--- src/rtl/ddw_pkg.sv ---
package ddw_pkg;
  localparam int TIME_W_DEF = 64;
  localparam int ADDR_W     = 2;

  typedef enum logic [ADDR_W-1:0] {
    REG_CTRL = 2'd0,
    REG_DL1  = 2'd1,
    REG_DL2  = 2'd2,
    REG_RSVD = 2'd3
  } ddw_reg_e;

  localparam int NUM_STAGES = 2;
endpackage

--- src/rtl/ddw_regs.sv ---
module ddw_regs
  import ddw_pkg::*;
#(
  parameter int TIME_W = TIME_W_DEF
) (
  input  logic              clk,
  input  logic              rst_n,
  input  logic              wr_en,
  input  logic [ADDR_W-1:0] wr_addr,
  input  logic [TIME_W-1:0] wr_data,
  input  logic [ADDR_W-1:0] rd_addr,
  output logic [TIME_W-1:0] rd_data,
  output logic              en_q,
  output logic [TIME_W-1:0] dl1_q,
  output logic [TIME_W-1:0] dl2_q,
  output logic              dl1_wr,
  output logic              ctrl_wr
);
  logic dl2_wr;

  always_comb begin
    ctrl_wr = wr_en && (wr_addr == REG_CTRL);
    dl1_wr  = wr_en && (wr_addr == REG_DL1);
    dl2_wr  = wr_en && (wr_addr == REG_DL2);
  end

  always_ff @(posedge clk) begin
    if (!rst_n) begin
      en_q  <= 1'b0;
      dl1_q <= '0;
      dl2_q <= '0;
    end else begin
      if (ctrl_wr) en_q  <= wr_data[0];
      if (dl1_wr)  dl1_q <= wr_data;
      if (dl2_wr)  dl2_q <= wr_data;
    end
  end

  always_comb begin
    unique case (rd_addr)
      REG_CTRL: rd_data = {{(TIME_W-1){1'b0}}, en_q};
      REG_DL1:  rd_data = dl1_q;
      REG_DL2:  rd_data = dl2_q;
      default:  rd_data = '0;
    endcase
  end
endmodule

--- src/rtl/ddw_cmp.sv ---
module ddw_cmp #(
  parameter int TIME_W = 64
) (
  input  logic              gate,
  input  logic [TIME_W-1:0] now,
  input  logic [TIME_W-1:0] limit,
  output logic              hit
);
  function automatic logic beyond(input logic [TIME_W-1:0] t,
                                  input logic [TIME_W-1:0] lim);
    return t > lim;
  endfunction

  assign hit = gate && beyond(now, limit);
endmodule

--- src/rtl/ddw_stages.sv ---
module ddw_stages (
  input  logic clk,
  input  logic rst_n,
  input  logic en,
  input  logic s1_hit,
  input  logic s2_hit,
  input  logic dl1_wr,
  output logic armed,
  output logic irq,
  output logic rst_req
);
  logic s1_q;
  logic rq_q;
  logic s1_d;
  logic rq_d;

  always_comb begin
    s1_d = en && !dl1_wr && (s1_q || s1_hit);
    rq_d = en && (rq_q || s2_hit);
  end

  always_ff @(posedge clk) begin
    if (!rst_n) begin
      s1_q <= 1'b0;
      rq_q <= 1'b0;
    end else begin
      s1_q <= s1_d;
      rq_q <= rq_d;
    end
  end

  assign armed   = s1_q;
  assign irq     = s1_q && en;
  assign rst_req = rq_q && en;
endmodule

--- src/rtl/dual_deadline_watchdog.sv ---
module dual_deadline_watchdog
  import ddw_pkg::*;
#(
  parameter int TIME_W = TIME_W_DEF
) (
  input  logic              clk,
  input  logic              rst_n,
  input  logic              wr_en,
  input  logic [ADDR_W-1:0] wr_addr,
  input  logic [TIME_W-1:0] wr_data,
  input  logic [ADDR_W-1:0] rd_addr,
  output logic [TIME_W-1:0] rd_data,
  input  logic [TIME_W-1:0] time_now,
  output logic              irq_hart,
  output logic              rst_request
);
  logic                                en_q;
  logic [TIME_W-1:0]                   dl1_q;
  logic [TIME_W-1:0]                   dl2_q;
  logic                                dl1_wr;
  logic                                ctrl_wr;
  logic                                armed;
  logic [NUM_STAGES-1:0]               gate;
  logic [NUM_STAGES-1:0]               hit;
  logic [NUM_STAGES-1:0][TIME_W-1:0]   limit;

  ddw_regs #(.TIME_W(TIME_W)) u_regs (
    .clk(clk), .rst_n(rst_n), .wr_en(wr_en), .wr_addr(wr_addr),
    .wr_data(wr_data), .rd_addr(rd_addr), .rd_data(rd_data),
    .en_q(en_q), .dl1_q(dl1_q), .dl2_q(dl2_q),
    .dl1_wr(dl1_wr), .ctrl_wr(ctrl_wr)
  );

  assign gate[0]  = en_q;
  assign gate[1]  = en_q && armed;
  assign limit[0] = dl1_q;
  assign limit[1] = dl2_q;

  for (genvar g = 0; g < NUM_STAGES; g++) begin : g_cmp
    ddw_cmp #(.TIME_W(TIME_W)) u_cmp (
      .gate(gate[g]), .now(time_now), .limit(limit[g]), .hit(hit[g])
    );
  end

  ddw_stages u_stages (
    .clk(clk), .rst_n(rst_n), .en(en_q), .s1_hit(hit[0]), .s2_hit(hit[1]),
    .dl1_wr(dl1_wr), .armed(armed), .irq(irq_hart), .rst_req(rst_request)
  );
endmodule

--- config.mk ---
export PLATFORM = sky130hd
export DESIGN_NAME = dual_deadline_watchdog
export DESIGN_NICKNAME = d
export VERILOG_FILES = /design/src/rtl/ddw_pkg.sv /design/src/rtl/ddw_regs.sv /design/src/rtl/ddw_cmp.sv /design/src/rtl/ddw_stages.sv /design/src/rtl/dual_deadline_watchdog.sv
export SDC_FILE = /design/constraint.sdc
export NUM_CORES = 1
export LEC_CHECK = 0
export ABC_AREA = 1
export BUFFER_PORTS_ARGS = -buffer_cell sky130_fd_sc_hd__buf_2
export CAP_MARGIN = 10
export CORE_UTILIZATION = 45
export DETAILED_ROUTE_END_ITERATION = 10
export GPL_TIMING_DRIVEN = 0
export PLACE_DENSITY = 0.68
export SYNTH_ARGS = -nofsm -noshare
export SYNTH_HDL_FRONTEND = slang
export SYNTH_HIERARCHICAL = 1
export SYNTH_SLANG_ARGS = --single-unit
--- constraint.sdc ---
create_clock -name clk -period 4.75 [get_ports clk]
set_input_delay 0.95 -clock clk [delete_from_list [all_inputs] [get_ports clk]]
set_output_delay 0.95 -clock clk [all_outputs]
set_load 0.1 [all_outputs]
==> results of run 1 <==
[report_power, final]
group	switching [µW]	internal [µW]	leakage, µW
Combinational	512	245	0.00476
Clock	524	766	0.000269
Sequential	28.2	1160	0.00107
[stage by stage]
stage               hold slack [ps]   util
floorplan                       435      -
global placement                461  0.524
detailed placement              467  0.524
CTS                             478  0.553
global route                    491  0.553
finish                          485  0.553
[sequential cells by signal, indices dropped and copies added (netlist names)]
name            flops
u_stages/armed      1
u_regs/en_q         1
u_regs/dl2_q       64
u_stages/rq_q       1
u_regs/dl1_q       64
[worst min-delay path, stage by stage (launching register included)]
cell and delay, ps:
dfxtp_1 330, nor2_1 50, nor2_1 70
[worst paths after layout]
kind	from	end	slack (ps)	cells after the start
setup / recovery	rd_addr[0]	rd_data[15]	1140	6
hold / removal	u_stages/rq_q$_SDFF_PN0_	u_stages/rq_q$_SDFF_PN0_	490	2
setup reg to reg	u_regs/dl1_q[23]$_SDFFE_PN0P_	u_stages/armed$_SDFF_PN0_	2900	11
hold reg to reg	u_stages/rq_q$_SDFF_PN0_	u_stages/rq_q$_SDFF_PN0_	490	2
[routing by layer]
| metal | vias to the layer above | wire length (µm) | track usage |
|---|---|---|---|
| met1 | 4176 | 12100 | 0.324 |
| met2 | 301 | 12000 | 0.429 |
| met5 | - | 13 | 0 |
| met3 | 55 | 1720 | 0.0491 |
| met4 | 2 | 864 | 0.118 |
| li1 | 4939 | - | - |
[area by class of cell]
cell class              instances  area, µm²  share of cell area
clock inverters                10        100             0.00897
repair buffers                200       1000              0.0897
diodes                          4       10.0            0.000897
well taps                     270        338              0.0303
plain buffers                  54        304              0.0273
flip-flops and latches        131       2620               0.235
inverters                     294       1100              0.0989
multi-input cells             999       5200               0.466
clock buffers                  22        474              0.0425
==> reports/metrics.cfg, run 1 <==
[grt]
antenna_found_initial=5
overflow=0
grt_pass1_wl_um=43100
grt_max_degree=17
first_global_vias=8937
grt_usage=0.259

[synth]
syn_area_per_cell_um2=6.25
synth_cells=1478
syn_nets=1741
synthesis.area_um2=9230
ys_warn_count=6

[floorplan]
row_count=52
core_area_um2=20200
dieArea_um2=21100
die_x_um=145
initial_core_util=0.458
io_pins=201
die_y_um=145

[timing]
worst_pin_slew_ps=736
slew_headroom=0.510
setup_ws_ps=1140
clock_skew_ps=8.06
rsz0062_at_grt=false
fmax_mhz=277
setup_viol=0
tns_ps=0
period_needed_ps=3610
slew_viol_final=0
finalCritPeriodShare=0.761
finalHoldViolCount=0

[status]
status=completed

[finish]
layout_commonest_cell=nand2_1
final_area_um2=11200
fill_cells=2068
mostFrequentLayoutCells=nand2_1, nor2_1, inv_1, buf_2, dfxtp_1
finalNonFillerCells=1984
final_net_count=1960
areaGrowthSynthToFinish_pct=20.8
drive_gt1_frac=0.159

[critical_path]
critPathArrivalTime_ps=2660
crit_required_ps=3800
cp-start-kind=input port
critical_path_class=in2out
path_common_cell=buf_2
crit_path_top_delay_cell=buf_2
path_cells=buf_2 > inv_1 > nand2_1 > clkbuf_1 > o22ai_1 > buf_2
critPathTopFamily=buffers and inverters
max_stage_delay_ps=480
path_buf_inv=4
end_kind=output pin
critical_path.max_fanout=10

[power]
worst_ir_drop_vdd_mv=0.219
p_per_area_nw_per_um2=290
power_uw=3230
cellLeakagePower_uw=0.00610

[clock_tree]
cts.path.max_buffers=2
cts_hold_buf=0
cts_resized=0
clk_pin_slew_ps=60
clk_latency_ps=430
cts_buffers=17
h-tree-depth=4
cts_root_buf=clkbuf_16
cts_setup_buffers=0
clock_sinks=131
cts_tree=yes

[drt]
drtPass1Iterations=5
postRouteAntennaNets=0
viasPerCell=4.77
routedWlPerCell_um=13.5
routed-via-count=9473
first_iter_violations=463
drcViolationCount=0
wirelength_um=26700

[place]
place_ws_ps=1150
place_inst=1948
gp_congestion=0.876
place_hpwl_um=19900
place_area_um2=10600
place.port_buffers=200

[job]
max-cap-violations=0

[hold_path]
hold_class=reg2reg

(Power assumes the default switching activity.)
==> run 2, diff against run 1 <==
--- a/config.mk
+++ b/config.mk
@@ -11,7 +11,7 @@
 export CORE_UTILIZATION = 45
 export DETAILED_ROUTE_END_ITERATION = 10
 export GPL_TIMING_DRIVEN = 0
-export PLACE_DENSITY = 0.68
+export PLACE_DENSITY = 0.71
 export SYNTH_ARGS = -nofsm -noshare
 export SYNTH_HDL_FRONTEND = slang
 export SYNTH_HIERARCHICAL = 1
==> constraint.sdc (replaced) <==
create_clock -name clk -period 3.23 [get_ports clk]
set_input_delay 0.646 -clock clk [delete_from_list [all_inputs] [get_ports clk]]
set_output_delay 0.646 -clock clk [all_outputs]
set_load 0.1 [all_outputs]
==> reports/metrics.cfg, run 2 (synthesis results as in run 1) <==
[critical_path]
cp-start-kind=input port
critPathArrivalTime_ps=2310
critical_path.max_fanout=10
path_common_cell=buf_2
path_cells=buf_2 > inv_1 > nand2_1 > clkbuf_1 > o22ai_1 > buf_2
crit_required_ps=2580
crit_path_top_delay_cell=buf_2
max_stage_delay_ps=480
path_buf_inv=4
end_kind=output pin
critPathTopFamily=buffers and inverters
critical_path_class=in2out

[timing]
tns_ps=0
slew_headroom=0.530
setup_viol=0
finalCritPeriodShare=0.916
finalHoldViolCount=0
slew_viol_final=0
clock_skew_ps=5.09
fmax_mhz=338
holdWs_ps=462
period_needed_ps=2960
worst_pin_slew_ps=704
rsz0062_at_grt=false

[finish]
finalNonFillerCells=1984
fill_cells=2064
areaGrowthSynthToFinish_pct=20.8
fin_util=0.553
layout_commonest_cell=nand2_1
drive_gt1_frac=0.160
mostFrequentLayoutCells=nand2_1, nor2_1, inv_1, buf_2, dfxtp_1
final_net_count=1960
final_area_um2=11200
reg.largest.list=u_regs/dl1_q (64), u_regs/dl2_q (64)

[floorplan]
io_pins=201
dieArea_um2=21100
row_count=52
die_y_um=145
initial_core_util=0.458
core_area_um2=20200
die_x_um=145

[status]
status=completed

[grt]
grt_pass1_wl_um=43100
antenna_found_initial=4
grt_max_degree=17
overflow=0
grt_usage=0.257
first_global_vias=9011

[clock_tree]
cts_root_buf=clkbuf_16
cts_resized=0
cts_hold_buf=0
cts_buffers=17
clock_sinks=131
h-tree-depth=4
cts.path.max_buffers=2
clk_latency_ps=420
clk_pin_slew_ps=60
cts_tree=yes
cts_setup_buffers=0

[place]
place_hpwl_um=20200
gp_congestion=0.875
place_inst=1948
place.port_buffers=200
place_area_um2=10600

[drt]
wirelength_um=26700
drtPass1Iterations=5
postRouteAntennaNets=0
viasPerCell=4.77
first_iter_violations=487
drcViolationCount=0
routedWlPerCell_um=13.4
routed-via-count=9473

[power]
p_per_area_nw_per_um2=426
cellLeakagePower_uw=0.00610
worst_ir_drop_vdd_mv=0.346

[job]
max-cap-violations=0

[hold_path]
hold_class=in2reg

==> run 2: final cells by class <==
cell class	count	area, µm²	share of cell area
clock buffers	21	470	0.0422
multi-input cells	999	5200	0.466
well taps	270	338	0.0303
plain buffers	54	304	0.0273
repair buffers	200	1000	0.0897
diodes	4	10.0	0.000897
clock inverters	11	104	0.00931
flip-flops and latches	131	2620	0.235
inverters	294	1100	0.0989
==> run 2: path summary, 6_finish.rpt <==
check,from,to,slack [ps],cells after the start
hold reg to reg,u_stages/rq_q$_SDFF_PN0_,u_stages/rq_q$_SDFF_PN0_,500,2
setup / recovery,rd_addr[0],rd_data[23],270,6
hold / removal,wr_data[19],u_regs/dl2_q[19]$_SDFFE_PN0P_,460,3
setup reg to reg,u_regs/dl1_q[59]$_SDFFE_PN0P_,u_stages/armed$_SDFF_PN0_,1340,12
==> run 2: where the power goes <==
part	total, µW	internal [µW]	switching [µW]
logic	1110	361	754
registers	1740	1700	42.5
clock network	1890	1120	773
==> run 2: worst reg2reg max path: stages (launching register included) <==
cell	delay [ps]
dfxtp_1	340
inv_1	50
ha_1	290
nand2_1	70
inv_1	70
nand3_1	70
nor2_1	170
and3_1	210
nand2_1	100
o21ai_0	160
a21oi_1	50
o21ai_0	160
nor2_1	50
==> run 2: metrics by stage <==
step           power, µW  setup slack (ps)
2_1_floorplan       2560              19.0
3_3_place_gp        2860               245
3_5_place_dp        2880               250
4_1_cts             4800               255
5_1_grt             5020               153
6_report            4750               271
==> run 2: per-layer routing <==
metal / global-route usage / vias to the layer above / share of wire
met5: 0 / - / 0.00049
met3: 0.0412 / 53 / 0.056
met4: 0.105 / 2 / 0.029
li1: - / 4931 / -
met1: 0.319 / 4195 / 0.44
met2: 0.441 / 292 / 0.47
==> run 3, diff against run 2 <==
--- a/config.mk
+++ b/config.mk
@@ -6,7 +6,7 @@
 export NUM_CORES = 1
 export LEC_CHECK = 0
 export ABC_AREA = 1
-export BUFFER_PORTS_ARGS = -buffer_cell sky130_fd_sc_hd__buf_2
+export BUFFER_PORTS_ARGS = -buffer_cell sky130_fd_sc_hd__buf_4
 export CAP_MARGIN = 10
 export CORE_UTILIZATION = 45
 export DETAILED_ROUTE_END_ITERATION = 10
==> reports/metrics.cfg, run 3 (synthesis results as in run 1) <==
[floorplan]
row_count=52
io_pins=201
core_area_um2=20200
die_x_um=145
initial_core_util=0.458
die_y_um=145
dieArea_um2=21100

[drt]
drcViolationCount=0
viasPerCell=4.78
first_iter_violations=489
drtPass1Iterations=5
routed-via-count=9458
postRouteAntennaNets=0
wirelength_um=27100
routedWlPerCell_um=13.7

[finish]
drive_gt1_frac=0.160
areaGrowthSynthToFinish_pct=26.9
num_antenna_cells=0
reg.largest.list=u_regs/dl1_q (64), u_regs/dl2_q (64)
finalNonFillerCells=1980
layout_commonest_cell=nand2_1
final_net_count=1960
fill_cells=2042
mostFrequentLayoutCells=nand2_1, nor2_1, inv_1, buf_4, dfxtp_1

[grt]
overflow=0
first_global_vias=9125
grt_max_degree=17
antenna_found_initial=0
grt_pass1_wl_um=44500
grt_usage=0.265

[clock_tree]
clk_latency_ps=430
cts_buffers=17
cts_hold_buf=0
clk_pin_slew_ps=60
cts_setup_buffers=0
h-tree-depth=4
clock_sinks=131
cts_root_buf=clkbuf_16
cts_resized=0
cts.path.max_buffers=2
cts_tree=yes

[critical_path]
crit_path_top_delay_cell=clkbuf_1
max_stage_delay_ps=570
critPathTopFamily=buffers and inverters
path_cells=buf_4 > inv_1 > nand2_1 > clkbuf_1 > o22ai_1 > buf_4
path_common_cell=buf_4
critical_path.max_fanout=10
critPathArrivalTime_ps=2230
path_buf_inv=4
end_kind=output pin
crit_required_ps=2580
critical_path_class=in2out
cp-start-kind=input port

[timing]
slew_headroom=0.540
tns_ps=0
period_needed_ps=2870
setup_viol=0
finalHoldViolCount=0
slew_viol_final=0
fmax_mhz=348
clock_skew_ps=7.74
worst_pin_slew_ps=690
finalCritPeriodShare=0.889
holdWs_ps=451
rsz0062_at_grt=false

[power]
worst_ir_drop_vdd_mv=0.353
power_uw=5050
cellLeakagePower_uw=0.00625
p_per_area_nw_per_um2=431

[job]
max-cap-violations=0

[place]
place_inst=1948
place.port_buffers=200
place_hpwl_um=20600
gp_congestion=0.875

[status]
status=completed

[hold_path]
hold_class=in2reg

run 3: changes by cell type in the layout (fill, tap and decap cells not counted), moves of 2 or more:
| cell | previous run | this run |
|---|---|---|
| buf_2 | 230 | 30 |
| bufinv_16 | 1 | 4 |
| buf_4 | 7 | 207 |
| clkinv_4 | 2 | 0 |
| diode_2 | 4 | 0 |
run 3: final cells by class:
class | instances | area (µm²) | share of cell area
flip-flops and latches | 131 | 2620 | 0.224
repair buffers | 200 | 1500 | 0.128
well taps | 270 | 338 | 0.0288
inverters | 294 | 1100 | 0.0942
clock buffers | 21 | 470 | 0.0402
multi-input cells | 999 | 5200 | 0.444
clock inverters | 11 | 173 | 0.0147
plain buffers | 54 | 304 | 0.0260
run 3: worst paths after layout:
kind	startpoint	end	cells after the start	slack, ps
max reg2reg	u_regs/dl2_q[63]$_SDFFE_PN0P_	u_stages/rq_q$_SDFF_PN0_	10	1360
min	wr_data[22]	u_regs/dl1_q[22]$_SDFFE_PN0P_	3	450
max	rd_addr[0]	rd_data[16]	6	360
min reg2reg	u_stages/rq_q$_SDFF_PN0_	u_stages/rq_q$_SDFF_PN0_	2	480
run 3: power breakdown:
part,switching [µW],internal (µW)
Clock,772,1360
Sequential,42.2,1700
Combinational,758,423
Total,1570,3480
run 3: worst register-to-register path: stages, from the launching register on:
cell and delay (ps):
dfxtp_1 360, inv_1 60, ha_1 310, nand4_1 160
nor2_1 180, and3_1 190, nand2_1 110, o21ai_0 180
a21oi_1 60, nor2_1 100, nor2_1 50
run 3: metrics by stage:
stage | util | setup slack (ps) | instance area [µm²]
floorplan | - | 19.0 | 9230
global placement | 0.549 | 372 | 11100
detailed placement | 0.549 | 398 | 11100
CTS | 0.581 | 392 | 11700
global route | 0.581 | 293 | 11700
finish | 0.581 | 357 | 11700
run 3: metal layers:
metal / track usage / up-vias / share of wire
met1: 0.324 / 4183 / 0.44
met3: 0.0487 / 47 / 0.063
met2: 0.458 / 296 / 0.47
li1: - / 4932 / -
met4: 0.102 / 0 / 0.027
met5: 0 / - / 0
